**config.mk**
```make
export PLATFORM = sky130hd
export DESIGN_NAME = inv_safe_gate
export DESIGN_NICKNAME = d
export VERILOG_FILES = /design/src/rtl/inv_safe_gate.sv
export SDC_FILE = /design/constraint.sdc
export NUM_CORES = 1
export LEC_CHECK = 0
export BUFFER_PORTS_ARGS = -buffer_cell sky130_fd_sc_hd__buf_2
export CAP_MARGIN = 25
export CELL_PAD_IN_SITES_DETAIL_PLACEMENT = 0
export CELL_PAD_IN_SITES_GLOBAL_PLACEMENT = 1
export CORE_ASPECT_RATIO = 0.8
export CORE_UTILIZATION = 44
export CTS_BUF_LIST = sky130_fd_sc_hd__clkbuf_8
export DETAILED_ROUTE_END_ITERATION = 12
export GPL_TIMING_DRIVEN = 0
export MAX_ROUTING_LAYER = met4
export PLACE_DENSITY = 0.89
export SLEW_MARGIN = 20
export SYNTH_ARGS = -nofsm -noshare
export SYNTH_HDL_FRONTEND = slang
export SYNTH_SLANG_ARGS = --single-unit
```
**constraint.sdc**
```tcl
create_clock -name clk -period 2.1 [get_ports clk]
set_input_delay 0.21 -clock clk [delete_from_list [all_inputs] [get_ports clk]]
set_output_delay 0.21 -clock clk [all_outputs]
set_load 0.01 [all_outputs]
```
**src/rtl/inv_safe_gate.sv**
```systemverilog
module inv_safe_gate #(
  parameter int PHASES  = 3,
  parameter int DT_W    = 4,
  parameter int SUP_LIM = 10000
) (
  input  logic              clk,
  input  logic              rst_n,
  input  logic [PHASES-1:0] pwm_hi,
  input  logic [PHASES-1:0] pwm_lo,
  input  logic [DT_W-1:0]   dead_cyc,
  input  logic              flt_desat,
  input  logic              flt_ocur,
  input  logic              flt_otemp,
  input  logic              flt_uvolt,
  input  logic              hs_open,
  input  logic              ls_open,
  input  logic              sup_req,
  input  logic              sup_hi,
  input  logic              clr,
  output logic [PHASES-1:0] gate_hi,
  output logic [PHASES-1:0] gate_lo,
  output logic              irq_n,
  output logic [7:0]        status
);
  localparam int CW = $clog2(SUP_LIM + 2);

  logic [1:0] sup_q, side_q;
  logic [7:0] raw, lat_q, lat_d;
  logic       any_d, want_lo, force_hi_d, force_lo_d;
  logic       force_hi_q, force_lo_q;
  logic [PHASES-1:0] norm_hi, norm_lo;

  always_ff @(posedge clk or negedge rst_n)
    if (!rst_n) begin
      sup_q  <= '0;
      side_q <= '0;
    end else begin
      sup_q  <= {sup_q[0], sup_req};
      side_q <= {side_q[0], sup_hi};
    end

  assign raw = {sup_q[1] & side_q[1], sup_q[1] & ~side_q[1], ls_open, hs_open,
                flt_uvolt, flt_otemp, flt_ocur, flt_desat};
  assign lat_d      = raw | (lat_q & {8{~clr}});
  assign any_d      = |lat_d;
  assign want_lo    = |{lat_d[6], lat_d[4:0]};
  assign force_hi_d = lat_d[5] | (lat_d[7] & ~want_lo);
  assign force_lo_d = want_lo & ~lat_d[5];

  always_ff @(posedge clk or negedge rst_n)
    if (!rst_n) lat_q <= '0;
    else        lat_q <= lat_d;

  always_ff @(posedge clk or negedge rst_n)
    if (!rst_n) force_hi_q <= 1'b0;
    else        force_hi_q <= force_hi_d;

  always_ff @(posedge clk or negedge rst_n)
    if (!rst_n) force_lo_q <= 1'b0;
    else        force_lo_q <= force_lo_d;

  for (genvar i = 0; i < PHASES; i++) begin : g_ph
    logic [1:0]      cmd, cmd_q;
    logic [DT_W-1:0] cnt;
    assign cmd = {pwm_hi[i], pwm_lo[i]};
    always_ff @(posedge clk or negedge rst_n)
      if (!rst_n) begin
        cmd_q <= '0;
        cnt   <= '0;
      end else begin
        cmd_q <= cmd;
        if (any_d || cmd != cmd_q) cnt <= dead_cyc;
        else if (cnt != '0)        cnt <= cnt - 1'b1;
      end
    assign norm_hi[i] = (cnt == '0) && (cmd == cmd_q) && (cmd_q == 2'b10);
    assign norm_lo[i] = (cnt == '0) && (cmd == cmd_q) && (cmd_q == 2'b01);
  end

  always_ff @(posedge clk or negedge rst_n)
    if (!rst_n) gate_hi <= '0;
    else        gate_hi <= {PHASES{force_hi_d}} | ({PHASES{~force_lo_d}} & norm_hi);

  always_ff @(posedge clk or negedge rst_n)
    if (!rst_n) gate_lo <= '0;
    else        gate_lo <= {PHASES{force_lo_d}} | ({PHASES{~force_hi_d}} & norm_lo);

  assign status = lat_q;
  assign irq_n  = ~|lat_q;

  logic [CW-1:0] sup_wait;
  always_ff @(posedge clk or negedge rst_n)
    if (!rst_n) sup_wait <= '0;
    else if (sup_req && !(force_hi_q || force_lo_q)) begin
      if (sup_wait != CW'(SUP_LIM + 1)) sup_wait <= sup_wait + 1'b1;
    end else sup_wait <= '0;

  AST_NO_SHOOT: assert property (@(posedge clk) disable iff (!rst_n)
    (gate_hi & gate_lo) == '0);
  AST_DESAT_FAST: assert property (@(posedge clk) disable iff (!rst_n)
    flt_desat |=> (!irq_n && ((&gate_lo && gate_hi == '0) || (&gate_hi && gate_lo == '0))));
  AST_LO_SIDE: assert property (@(posedge clk) disable iff (!rst_n)
    (!status[5] && |{status[6], status[4:0]}) |-> (&gate_lo && gate_hi == '0));
  AST_HS_PRIO: assert property (@(posedge clk) disable iff (!rst_n)
    status[5] |-> (&gate_hi && gate_lo == '0));
  AST_STICKY: assert property (@(posedge clk) disable iff (!rst_n)
    !clr |=> ((status & $past(status)) == $past(status)));
  AST_IRQ: assert property (@(posedge clk) disable iff (!rst_n)
    $rose(flt_ocur) |=> !irq_n);
  AST_SUP_WINDOW: assert property (@(posedge clk) disable iff (!rst_n)
    sup_wait <= CW'(SUP_LIM));
endmodule

```
Word level (Yosys, flattened, before mapping)
Cells that the tools add are included.
- bits in registers: 36
- output and inout port bits: 15
- logic and storage cells: 74
- $add $sub $neg: 3
- eq/ne operators: 12
- mux-type cells: 6
- bitwise gates (word level): 17
- reduce and logical (&&, ||, !) cells: 25
- operator list (cell ; count):
    two-way mux 4 bit ; 6
    OR reduction 8 bit ; 2
    logical NOT 4 bit ; 3
    nonzero test 4 bit ; 3
    subtractor 4 x 1 -> 4 bit (second input constant) ; 3
    logical AND 1 bit ; 9
    AND 8 bit ; 1
    OR 8 bit ; 1
    AND 3 bit ; 2
    equality test 2 x 1 -> 1 bit (second input constant) ; 3
    equality test 2 bit ; 3
    equality test 2 bit (second input constant) ; 3
    != test 2 bit ; 3
    NOT 1 bit ; 6
    OR 3 bit ; 2
    nonzero test 2 bit ; 3
    OR reduction 6 bit ; 1
    AND 1 bit ; 4
    logical OR 1 bit ; 3
    logical NOT 1 bit ; 1
    OR 1 bit ; 1

Longest topological paths before layout
Gate-level depths: netlist (run 1).
- depth in word-level cells: 10
- mapped depth: 6
- depth with buffers taken out: 6

Least setup slack after synthesis (run 1)
OpenSTA, ideal clock, no wires.
- path type: register -> register
- start: reg lat_q[0] (netlist: status[0])
- end: reg g_ph[0].cnt[0]
- setup time: 0.125 ns
- data arrival time: 1.589 ns
- data required time: 1.975 ns
- slack: 0.387 ns
- cell stages (with the launch flop): 5
- path buffers: 0
- cells stage by stage: dfrtp_1 nor4_2 o211ai_2 nor4_4 mux2_2
- longest elaborated chain between the ends: 5
- elaborated cells on any way between the ends: 6
- ends and longest elaborated chain (item ; line ; source):
    start, declared ; 28 ; logic [7:0] raw, lat_q, lat_d;
    start signal, assigned ; 52 ; else lat_q <= lat_d;
    AND 8 bit * ; 44 ; assign lat_d = raw | (lat_q & {8{~clr}});
    OR 8 bit * ; 44 ;
    OR reduction 8 bit * ; 45 ; assign any_d = |lat_d;
    logical OR 1 bit * ; 72 ; if (any_d || cmd != cmd_q) cnt <= dead_cyc;
    two-way mux 4 bit or nonzero test 2 bit (tied branches) ; -- ;
    end signal, assigned ; 72 ;
    end signal, assigned ; 73 ; else if (cnt != '0) cnt <= cnt - 1'b1;
    end, declared ; 64 ; logic [DT_W-1:0] cnt;
Mark *: on every way between the ends. The rest lies on a longest branch, timed or not.
A chain may end at the register's enable or synchronous reset.

Worst setup path after layout (run 1)
- start: reg lat_q[0] (netlist: status[0])
- end: reg g_ph[2].cnt[2]
- longest elaborated chain between the ends: 5
- elaborated cells on any way between the ends: 6
- ends and longest elaborated chain (item ; line):
    AND 8 bit * ; 44
    OR 8 bit * ; 44
    OR reduction 8 bit * ; 45
    logical OR 1 bit * ; 72
    two-way mux 4 bit or nonzero test 2 bit (tied branches) ; --
    end signal, assigned ; 72
    end signal, assigned ; 73
    end, declared ; 64
Marked as above.

==> results of run 1 <==
-- worst paths after layout --
check | startpoint | endpoint | slack [ns]
max in group asynchronous | rst_n | g_ph[1].cmd_q[1]$_DFF_PN0_ | 1.60
max reg2reg | status[0]$_DFF_PN0_ | g_ph[2].cnt[2]$_DFFE_PN0P_ | 0.15
min in group clk | sup_req | sup_q[0]$_DFF_PN0_ | 0.04
min | rst_n | sup_q[0]$_DFF_PN0_ | 0.007
min reg2reg | sup_q[0]$_DFF_PN0_ | sup_q[1]$_DFF_PN0_ | 0.35
max | status[0]$_DFF_PN0_ | g_ph[2].cnt[2]$_DFFE_PN0P_ | 0.15
-- worst reg2reg max path, cell delays in order, from the launching register on --
cell and delay [ns]:
sky130_fd_sc_hd__dfrtp_1 0.40, sky130_fd_sc_hd__nor4_2 0.45, sky130_fd_sc_hd__o211ai_2 0.27, sky130_fd_sc_hd__nor4_4 0.34, sky130_fd_sc_hd__mux2_2 0.39
-- Yosys cell counts (all sizes together) --
master | count | area, µm²
a21o | 8 | 61.3
a21oi | 5 | 25.0
a22o | 1 | 8.76
and2 | 1 | 6.26
and3 | 1 | 6.26
clkbuf | 1 | 3.75
dfrtp | 36 | 901
ha | 6 | 75.1
inv | 12 | 45.0
mux2 | 12 | 135
nand2 | 3 | 11.3
nand2b | 1 | 6.26
nand3 | 3 | 15.0
nand4 | 3 | 18.8
nor2 | 10 | 37.5
nor3 | 4 | 31.3
nor3b | 3 | 22.5
nor4 | 4 | 76.3
o2111ai | 1 | 26.3
o211ai | 1 | 12.5
o21a | 1 | 7.51
o21ai | 5 | 25.0
o21bai | 1 | 7.51
o31ai | 3 | 22.5
or3 | 3 | 22.5
xnor2 | 6 | 52.6
xor2 | 6 | 52.6
-- through the flow --
| stage | util, % | instance area [µm²] | power (mW) |
|---|---|---|---|
| 2_1_floorplan | - | 1720 | 0.882 |
| 3_3_place_gp | 54.5 | 1940 | 0.960 |
| 3_5_place_dp | 54.5 | 1940 | 0.971 |
| 4_1_cts | 58.0 | 2070 | 1.62 |
| 5_1_grt | 58.0 | 2070 | 1.69 |
| 6_report | 58.0 | 2070 | 1.60 |
-- where the power goes --
group / leakage [nW] / internal, mW / switching (mW)
Combinational: 0.467 / 0.0800 / 0.110
Clock: 0.0645 / 0.419 / 0.229
Sequential: 0.418 / 0.736 / 0.0301
-- logic make-up (layout without fill, tap and decap cells) --
kind of cell | Yosys count | in the layout | share of synthesized area (%)
buffers and inverters | 13 | 56 | 2.84
AND/OR/NAND/NOR | 36 | 36 | 14.8
adder cells (fa/ha/maj) | 6 | 6 | 4.38
XOR/XNOR | 12 | 12 | 6.13
AO/OA/AOI/OAI | 26 | 26 | 11.5
multiplexers | 12 | 12 | 7.88
flip-flops | 36 | 36 | 52.5
-- state kept, by name (all words and copies together), names as in the netlist --
name / cells
g_ph.cmd_q: 6
g_ph.cnt: 12
gate_hi: 3
gate_lo: 3
side_q: 2
sup_q: 2
status: 8
-- area by class of cell --
| cell class | count | area share (%) |
|---|---|---|
| repair buffers | 35 | 8.46 |
| plain buffers | 1 | 0.181 |
| multi-input cells | 92 | 37.0 |
| inverters | 12 | 2.18 |
| clock inverters | 1 | 1.45 |
| flip-flops and latches | 36 | 43.5 |
| clock buffers | 7 | 4.66 |
| well taps | 42 | 2.54 |
-- placed cells by master (no fill, tap or decap), drive strengths merged, types with 4 or more instances in the layout --
cell	Yosys	layout
a21o	8	8
a21oi	5	5
buf	0	35
clkbuf	1	8
dfrtp	36	36
ha	6	6
inv	12	12
mux2	12	12
nor2	10	10
nor3	4	4
nor4	4	4
o21ai	5	5
xnor2	6	6
xor2	6	6
-- metal layers --
| metal | global-route usage [%] | vias to the layer above |
|---|---|---|
| li1 | - | 578 |
| met1 | 22.9 | 584 |
| met2 | 28.7 | 29 |
| met3 | 5.57 | 4 |
| met4 | 6.44 | 0 |
| met5 | - | - |
==> results.md, run 1 <==
| Item | This run | Unit |
|---|---|---|
| FF+latch area | 901 | µm² |
| Minimum clock period after layout | 1.95 | ns |
| Final TNS setup | 0 | ns |
| Root Driver | sky130_fd_sc_hd__clkbuf_8 | - |
| Die height | 57.8 | µm |
| Share of post-route cells with drive strength above 1 | 35.9 | % |
| Max Clock Skew | 0.00310 | ns |
| Worst-case setup margin in the final layout | 0.146 | ns |
| Critical path start-end classification | reg2reg | - |
| Count of antenna diodes in the layout | 0 | - |
| Number of antenna violations at the first check in global routing | 0 | - |
| CTS H-tree lvls | 2 | - |
| Final wirelength | 3220 | µm |
| Pin count of the biggest net entering global routing | 37 | - |
| Global placement routability congestion | 0.786 | - |
| Yosys cell types | 30 | - |
| Number of instances in the placed design | 218 | - |
| Area of the multi-input gates | 766 | µm² |
| Vias in the first global route | 1,185 | - |
| Width of the die | 71.8 | µm |
| Number of endpoints with negative hold slack in the final report | 0 | - |
| Family with the most delay on the worst path | simple AND/OR/NAND/NOR gates | - |
| Clk sink count | 36 | - |
| CP cell instances | nor4_2 > o211ai_2 > nor4_4 > mux2_2 | - |
| Cells after Synth | 141 | - |
| Met3 wire len | 147 | µm |
| Initial standard-cell utilization of the core | 48.1 | % |
| Detailed-router iteration count before antenna repair | 4 | - |
| Worst Path Buf+Inv | 0 | - |
| Worst EP arrival | 2.12 | ns |
| Mean instance size in the synthesized netlist | 12.2 | µm² |
| Syn. warnings | 0 | - |
| Post-detailed-route DRC marker count | 0 | - |
| Cell with the largest stage delay on the worst path | sky130_fd_sc_hd__nor4_2 | - |
| Post-cts resize count | 0 | - |
| # rows | 19 | - |
| Met2 WL | 1570 | µm |
| Overall routing resource usage | 18.4 | % |
| Clock latency on the worst-skew pair | 0.28 | ns |
| Final std cells w/o fill | 226 | - |
| Highest attainable clock frequency | 512 | MHz |
| Worst reg2reg path depth | 4 | - |
| Wire length on met1 | 1460 | µm |
| Type of destination of the critical path | register | - |
| WP depth | 4 | - |
| Layout Area Growth over Synthesis | 20.6 | % |
| #FFs+latches synth | 36 | - |
| Peak supply drop | 0.469 | mV |
| Status | finished, final reports clean | - |
| Detail-routed net length per standard cell | 14.2 | µm |
| Mapped Area | 0.00172 | mm² |
| Power density cells | 775 | mW/mm² |
| CTS clk-pin slew, worst paths | 0.07 | ns |
| Ports | 36 | - |
| Setup Slack @ Placement | 0.134 | ns |
| CTS buffer count | 5 | - |
| Layout fillers | 302 | - |
| Sequential cell area fraction in the yosys report | 52.5 | % |
| Unrepaired setup endpoints after global routing | false | - |
| Placeable core area | 0.00357 | mm² |
| Post-synth net total | 168 | - |
| Top Layer Used | met4 | - |
| Sum of net half-perimeters after detailed placement | 2520 | µm |
| Wire length of the first global-routing pass | 5470 | µm |
| Worst rel slew slack | 47.6 | % |
| Hold Path Class | in2async | - |
| Max clock buf depth | 2 | - |
| Number of design-rule violations left by the first detailed-router iteration | 47 | - |
| Post-route ant nets | 0 | - |
| Total leakage power | 0.949 | nW |
| Data required, critical path | 2.26 | ns |
| # hold bufs at CTS | 0 | - |
| Number of pins with negative max-slew slack in the final report | 0 | - |
| Slew at the pin with the worst max-slew slack | 0.784 | ns |
| Port Buffer Count | 35 | - |
| Buffers inserted during post-CTS setup optimization | 0 | - |
| Maximum net fanout on the critical path | 4 | - |
| Setup crit start kind | register | - |
| Post-Route Hold Slack | 0.00697 | ns |
| Tcrit/Tclk final | 93.0 | % |
| Final-report setup violation count | 0 | - |
| Final #Nets | 210 | - |
| Overflow after GRT | 0 | - |
| Detailed-route vias per instance | 5.29 | - |
| Delay of the slowest cell on the worst path | 0.45 | ns |
| Die Area | 0.00415 | mm² |
| Via count of the routed design | 1,195 | - |
| Clock tree from TritonCTS | built | - |
| MaxCap Viol Count | 0 | - |
(Power assumes the default switching activity.)
==> inputs of run 2 (changes only) <==
PLACE_DENSITY = unset   (was 0.89)
PLACE_DENSITY_LB_ADDON = 0.12   (was unset)
==> run 2 against run 1 <==
The run now ends with hold timing left. Setup slack improved by 0.027 ns. Fmax is 1.4% higher. Cell count decreased by 0.44%. Clock power is 21% lower. Die area did not move. Global-route usage increased by 0.42 points. First-iteration DRC count down 55%. Via count is 1.8% lower. Register-to-register slack better by 0.03 ns. Clock skew rose by 0.0029 ns. Largest power group unchanged. Highest routed layer unchanged.
==> results.md, run 2 (same netlist as run 1, synthesis figures left out) <==
| Item | This run | Unit | Delta |
|---|---|---|---|
| Placeable core area | 0.00357 | mm² | unchanged |
| Violations in the final reports | hold timing | - |  |
| Comb pwr share | 12.8 | % | +1.0 points |
| Worst rel slew slack | 47.8 | % | +0.20 points |
| Critical path start-end classification | reg2reg | - |  |
| Data required, critical path | 2.27 | ns | about the same |
| Standard cell area after detailed placement | 0.00194 | mm² | unchanged |
| Worst R2R Start | status[0]$_DFF_PN0_ | - |  |
| # hold bufs at CTS | 0 | - | unchanged |
| Sum of net half-perimeters after detailed placement | 2420 | µm | -4.2% |
| Hold Path Class | in2async | - |  |
| Port Buffer Count | 35 | - | unchanged |
| Maximum net fanout on the critical path | 4 | - | unchanged |
| Final wirelength | 3160 | µm | -1.6% |
| Pin count of the biggest net entering global routing | 37 | - | unchanged |
| Overflow after GRT | 0 | - | unchanged |
| Type of destination of the critical path | register | - |  |
| Vias in the first global route | 1,162 | - | -1.9% |
| Number of antenna violations at the first check in global routing | 0 | - | unchanged |
| Highest attainable clock frequency | 519 | MHz | +1.4% |
| Detailed-router iteration count before antenna repair | 4 | - | unchanged |
| Max clock buf depth | 2 | - | unchanged |
| Status | finished with violations | - |  |
| Net load switching power | 0.362 | mW | -2.0% |
| CTS buffer count | 5 | - | unchanged |
| Commonest non-fill, non-tap cells in the layout | sky130_fd_sc_hd__dfrtp_1, sky130_fd_sc_hd__buf_2, sky130_fd_sc_hd__inv_1, sky130_fd_sc_hd__mux2_2, sky130_fd_sc_hd__nor2_1 | - |  |
| Share of post-route cells with drive strength above 1 | 35.5 | % | -0.35 points |
| CTS H-tree lvls | 2 | - | unchanged |
| Peak supply drop | 0.466 | mV | -0.57% |
| Post-detailed-route DRC marker count | 0 | - | unchanged |
| Final-report setup violation count | 0 | - | unchanged |
| Cell internal power dissipation | 1.11 | mW | -10% |
| Detailed-route vias per instance | 5.22 | - | -1.3% |
| Layout Area Growth over Synthesis | 18.9 | % |  |
| Overall routing resource usage | 18.8 | % | +0.42 points |
| MaxCap Viol Count | 0 | - | unchanged |
| Beginning of the critical path | status[0]$_DFF_PN0_ | - |  |
| Worst reg2reg path depth | 4 | - | unchanged |
| R2r endpoint | g_ph[1].cnt[0]$_DFFE_PN0P_ | - |  |
| Total non-filler cell area in the finished layout | 0.00204 | mm² | -1.5% |
| CTS clk-pin slew, worst paths | 0.07 | ns | about the same |
| Unrepaired setup endpoints after global routing | false | - |  |
| Number of flip-flops under the largest register name | 12 | - | unchanged |
| Number of pins with negative max-slew slack in the final report | 0 | - | unchanged |
| Die height | 57.8 | µm | unchanged |
| Buffers inserted during post-CTS setup optimization | 0 | - | unchanged |
| Detail-routed net length per standard cell | 14.1 | µm | -1.2% |
| Width of the die | 71.8 | µm | unchanged |
| Global placement routability congestion | 0.779 | - | -0.81% |
| Initial standard-cell utilization of the core | 48.1 | % | unchanged |
| Count of antenna diodes in the layout | 0 | - | unchanged |
| Post-cts resize count | 0 | - | unchanged |
| Clk sink count | 36 | - | unchanged |
| Register containing the most flip-flops in the final layout | g_ph.cnt | - |  |
| # rows | 19 | - | unchanged |
| Clock latency on the worst-skew pair | 0.28 | ns | about the same |
| Setup crit start kind | register | - |  |
| Ports | 36 | - | unchanged |
| Tcrit/Tclk final | 91.7 | % | -1.3 points |
| Wire length of the first global-routing pass | 5540 | µm | +1.3% |
| Slew at the pin with the worst max-slew slack | 0.781 | ns | -0.00295 ns |
| Die Area | 0.00415 | mm² | unchanged |
| Via count of the routed design | 1,174 | - | -1.8% |
| Most common cell after layout, fill and taps aside | sky130_fd_sc_hd__dfrtp_1 | - |  |
| Post-Route Hold Slack | -0.000345 | ns | -0.00732 ns |
| Number of design-rule violations left by the first detailed-router iteration | 21 | - | -55% |
| Post-route ant nets | 0 | - | unchanged |
| Clock tree from TritonCTS | built | - |  |
| Final TNS setup | 0 | ns | unchanged |
| Sequential power share | 52.2 | % | +4.4 points |
| Sw Ratio | 24.6 | % | +1.6 points |
| Total leakage power | 0.935 | nW | -1.5% |
| Minimum clock period after layout | 1.93 | ns | -0.0269 ns |
| Flop-to-flop setup slack | 0.17 | ns | +0.03 ns |
| Number of endpoints with negative hold slack in the final report | 3 | - | +3 |
| Clock share of power | 35.0 | % | -5.4 points |
| Power density cells | 721 | mW/mm² | -7.0% |
| Root Driver | sky130_fd_sc_hd__clkbuf_8 | - |  |
| Layout fillers | 307 | - | +1.7% |
| Max Clock Skew | 0.00604 | ns | +0.00294 ns |
| Final #Nets | 210 | - | unchanged |
| Worst EP arrival | 2.09 | ns | -0.03 ns |
==> run 2: changes by cell type in the layout (fill, tap and decap cells not counted) <==
cell	change
sky130_fd_sc_hd__bufinv_16	-1
==> run 2: per-stage QoR <==
step	setup WS (ns)	util (%)	power (mW)	instances	hold slack [ns]
2_1_floorplan	0.387	-	0.882	141	-0.0856
3_3_place_gp	0.174	54.5	0.961	218	0.320
3_5_place_dp	0.160	54.5	0.969	218	0.319
4_1_cts	0.152	57.2	1.49	225	0.0228
5_1_grt	0.0434	57.2	1.54	225	0.0171
6_report	0.173	57.2	1.47	225	-0.000345
==> run 2: area by class of cell <==
cell class,count,area (µm²),share of cell area (%)
flip-flops and latches,36,901,44.2
multi-input cells,92,766,37.5
repair buffers,35,175,8.59
clock buffers,7,96.3,4.72
well taps,42,52.6,2.58
inverters,12,45.0,2.21
plain buffers,1,3.75,0.184
==> run 2: how the worst max path moves through the flow <==
stage / slack [ns] / depth (start not counted) / end
after floorplan: 0.39 / 4 / g_ph[0].cnt[0]$_DFFE_PN0P_
after global placement: 0.17 / 4 / g_ph[1].cnt[2]$_DFFE_PN0P_
after detailed placement: 0.16 / 4 / g_ph[1].cnt[0]$_DFFE_PN0P_
after CTS: 0.15 / 4 / g_ph[1].cnt[0]$_DFFE_PN0P_
after global routing: 0.04 / 4 / g_ph[1].cnt[0]$_DFFE_PN0P_
final: 0.17 / 4 / g_ph[1].cnt[0]$_DFFE_PN0P_
==> run 2: worst max-delay path, stage by stage, from the launching register on <==
cell	delay, ns
sky130_fd_sc_hd__dfrtp_1	0.41
sky130_fd_sc_hd__nor4_2	0.43
sky130_fd_sc_hd__o211ai_2	0.25
sky130_fd_sc_hd__nor4_4	0.34
sky130_fd_sc_hd__mux2_2	0.39
==> run 2: routing by layer <==
layer  vias up  part of all wire [%]  track usage (%)
met4         0                   1.4             8.40
met3         5                   4.5             4.87
met5         -                     0                -
met2        28                    45             26.4
met1       566                    49             25.8
li1        575                     -                -
==> run 2: power groups by stage <==
stage          Clock [mW]  Combinational, mW  Sequential, mW
6_report            0.515              0.188           0.767
5_1_grt             0.561              0.213           0.771
4_1_cts             0.531              0.191           0.766
3_5_place_dp            0              0.190           0.779
3_3_place_gp            0              0.184           0.777
2_1_floorplan           0             0.0977           0.785
==> inputs of run 3 (changes only) <==
--- a/config.mk
+++ b/config.mk
@@ -11,3 +11,3 @@
 export CELL_PAD_IN_SITES_GLOBAL_PLACEMENT = 1
-export CORE_ASPECT_RATIO = 0.8
+export CORE_ASPECT_RATIO = 0.75
 export CORE_UTILIZATION = 44
--- a/constraint.sdc
+++ b/constraint.sdc
@@ -3,2 +3,2 @@
 set_output_delay 0.21 -clock clk [all_outputs]
-set_load 0.01 [all_outputs]
+set_load 0.005 [all_outputs]
==> run 3 against run 2 <==
The flow now finishes without violations. Fmax up 1.9%. Sequential share of layout area down 0.22 points. Combinational power shrank 4%. Non-clock buffer count unchanged. Register-to-register slack better by 0.04 ns. Power down 1.8%. Utilization down 1.6 points. Clock skew hardly changed. Design area increased by 0.49%. Count of clock-buffer cells in the layout shrank 1. Critical path depth unchanged. Critical path type unchanged. Critical endpoint is now g_ph[1].cnt[1]$_DFFE_PN0P_. Largest cell class unchanged.
==> results.md, run 3 (same netlist as run 1, synthesis figures left out) <==
| Item | This run | Unit | Delta |
|---|---|---|---|
| # rows | 19 | - | unchanged |
| Commonest non-fill, non-tap cells in the layout | sky130_fd_sc_hd__dfrtp_1, sky130_fd_sc_hd__buf_2, sky130_fd_sc_hd__inv_1 | - |  |
| Wire length of the first global-routing pass | 5550 | µm | +0.13% |
| Clock share of power | 34.4 | % | -0.6 points |
| CTS clk-pin slew, worst paths | 0.07 | ns | about the same |
| Clock latency on the worst-skew pair | 0.28 | ns | about the same |
| Via count of the routed design | 1,184 | - | +0.85% |
| Root Driver | sky130_fd_sc_hd__clkbuf_8 | - |  |
| Detailed-route vias per instance | 5.02 | - | -3.8% |
| Total leakage power | 0.933 | nW | -0.18% |
| Number of pins with negative max-slew slack in the final report | 0 | - | unchanged |
| Sequential power share | 53.0 | % | +0.8 points |
| Fraction of the core area covered by cells at the end of the flow | 55.6 | % | -1.6 points |
| Standard cell area after detailed placement | 0.00196 | mm² | +0.64% |
| Post-route ant nets | 0 | - | unchanged |
| Vias in the first global route | 1,158 | - | -0.34% |
| Initial standard-cell utilization of the core | 46.6 | % | -1.6 points |
| # hold bufs at CTS | 0 | - | unchanged |
| Delay of the slowest cell on the worst path | 0.43 | ns | about the same |
| Setup Slack @ Placement | 0.199 | ns | +0.0388 ns |
| CTS buffer count | 5 | - | unchanged |
| Final-report setup violation count | 0 | - | unchanged |
| Worst reg2reg path depth | 4 | - | unchanged |
| CP cell instances | nor4_2 > o211ai_2 > nor4_4 > mux2_2 | - |  |
| MaxCap Viol Count | 0 | - | unchanged |
| Count of antenna diodes in the layout | 0 | - | unchanged |
| Hold Path Class | in2async | - |  |
| Comb pwr share | 12.6 | % | -0.2 points |
| Post-cts resize count | 0 | - | unchanged |
| Register containing the most flip-flops in the final layout | g_ph.cnt | - |  |
| Width of the die | 74.1 | µm | +3.2% |
| Post-detailed-route DRC marker count | 0 | - | unchanged |
| Most common cell after layout, fill and taps aside | sky130_fd_sc_hd__dfrtp_1 | - |  |
| Power density cells | 704 | mW/mm² | -2.3% |
| Clock tree from TritonCTS | built | - |  |
| Post-Route Hold Slack | 0.00188 | ns | +0.00222 ns |
| Setup crit start kind | register | - |  |
| Share of post-route cells with drive strength above 1 | 35.3 | % | -0.19 points |
| Max Clock Skew | 0.00555 | ns | -0.000489 ns |
| Peak supply drop | 0.415 | mV | -11% |
| Detailed-router iteration count before antenna repair | 4 | - | unchanged |
| Cell with the largest stage delay on the worst path | sky130_fd_sc_hd__nor4_2 | - |  |
| Sum of net half-perimeters after detailed placement | 2470 | µm | +2.2% |
| Unrepaired setup endpoints after global routing | false | - |  |
| Minimum clock period after layout | 1.89 | ns | -0.0359 ns |
| Critical path start-end classification | reg2reg | - |  |
| Maximum net fanout on the critical path | 4 | - | unchanged |
| Port Buffer Count | 35 | - | unchanged |
| CTS H-tree lvls | 2 | - | unchanged |
| Worst rel slew slack | 47.4 | % | -0.38 points |
| Final TNS setup | 0 | ns | unchanged |
| Final #Nets | 210 | - | unchanged |
| Total non-filler cell area in the finished layout | 0.00205 | mm² | +0.49% |
| Die Area | 0.00416 | mm² | about the same |
| Slew at the pin with the worst max-slew slack | 0.788 | ns | +0.00737 ns |
| Worst EP arrival | 2.05 | ns | -0.04 ns |
| Buffers inserted during post-CTS setup optimization | 0 | - | unchanged |
| Number of design-rule violations left by the first detailed-router iteration | 50 | - | +140% |
| Status | finished, final reports clean | - |  |
| Max clock buf depth | 2 | - | unchanged |
| Net load switching power | 0.366 | mW | +1.1% |
| Sw Ratio | 25.3 | % | +0.73 points |
| Overall routing resource usage | 19.0 | % | +0.17 points |
| Die height | 56.1 | µm | -3.1% |
| Highest attainable clock frequency | 529 | MHz | +1.9% |
| Tcrit/Tclk final | 90.0 | % | -1.7 points |
| Ports | 36 | - | unchanged |
| Clk sink count | 36 | - | unchanged |
| Placeable core area | 0.00368 | mm² | +3.3% |
| Final wirelength | 3200 | µm | +1.0% |
| Overflow after GRT | 0 | - | unchanged |
| Global placement routability congestion | 0.800 | - | +2.6% |
| Number of endpoints with negative hold slack in the final report | 0 | - | -3 |
| Worst-case setup margin in the final layout | 0.209 | ns | +0.0359 ns |
| Type of destination of the critical path | register | - |  |
| Layout Area Growth over Synthesis | 19.5 | % |  |
| Number of antenna violations at the first check in global routing | 0 | - | unchanged |
| Cell internal power dissipation | 1.08 | mW | -2.8% |
| Data required, critical path | 2.26 | ns | about the same |
| Pin count of the biggest net entering global routing | 37 | - | unchanged |
| Number of flip-flops under the largest register name | 12 | - | unchanged |
| Detail-routed net length per standard cell | 13.5 | µm | -3.7% |
==> run 3: changes by cell type in the layout (fill, tap and decap cells not counted) <==
cell,delta
sky130_fd_sc_hd__clkbuf_8,-1
sky130_fd_sc_hd__clkinvlp_4,+1
sky130_fd_sc_hd__inv_1,+1
==> run 3: critical path, delay by kind of cell (launching register included) <==
| kind | cells | cell delay [ns] |
|---|---|---|
| AO/OA/AOI/OAI | 1 | 0.24 |
| flip-flops | 1 | 0.40 |
| multiplexers | 1 | 0.38 |
| AND/OR/NAND/NOR | 2 | 0.75 |
==> run 3: power groups by stage <==
stage,clock [mW],sequential (mW),combinational (mW)
6_report,0.496,0.765,0.181
5_1_grt,0.538,0.770,0.206
4_1_cts,0.515,0.765,0.185
3_5_place_dp,0,0.778,0.183
3_3_place_gp,0,0.776,0.177
2_1_floorplan,0,0.776,0.0977
==> run 3: cell type report <==
type / count / area [µm²]
Sequential cell: 36 / 901
Timing Repair Buffer: 35 / 175
Clock inverter: 2 / 11.3
Buffer: 1 / 3.75
Clock buffer: 6 / 82.6
Multi-Input combinational cell: 92 / 766
Inverter: 12 / 45.0
Fill cell: 324 / 1640
Tap cell: 52 / 65.1
==> run 3: path summary, 6_finish.rpt <==
check | from | slack (ns) | end
worst max-delay path | status[0]$_DFF_PN0_ | 0.21 | g_ph[1].cnt[1]$_DFFE_PN0P_
worst min-delay path | rst_n | 0.002 | g_ph[1].cmd_q[0]$_DFF_PN0_
worst max register to register | status[0]$_DFF_PN0_ | 0.21 | g_ph[1].cnt[1]$_DFFE_PN0P_
worst min register to register | sup_q[0]$_DFF_PN0_ | 0.35 | sup_q[1]$_DFF_PN0_
max in group asynchronous | rst_n | 1.59 | status[2]$_DFF_PN0_
min in group clk | sup_req | 0.03 | sup_q[0]$_DFF_PN0_
==> run 3: per-stage QoR <==
step,power (mW),instances
3_3_place_gp,0.953,228
6_report,1.44,236
2_1_floorplan,0.874,141
5_1_grt,1.51,236
3_5_place_dp,0.961,228
4_1_cts,1.46,236
==> run 3: routing by layer <==
layer | part of all wire, % | GRT usage (%)
met5 | 0 | -
met4 | 1.1 | 6.59
met3 | 4.2 | 5.62
met2 | 45 | 26.2
met1 | 49 | 26.4
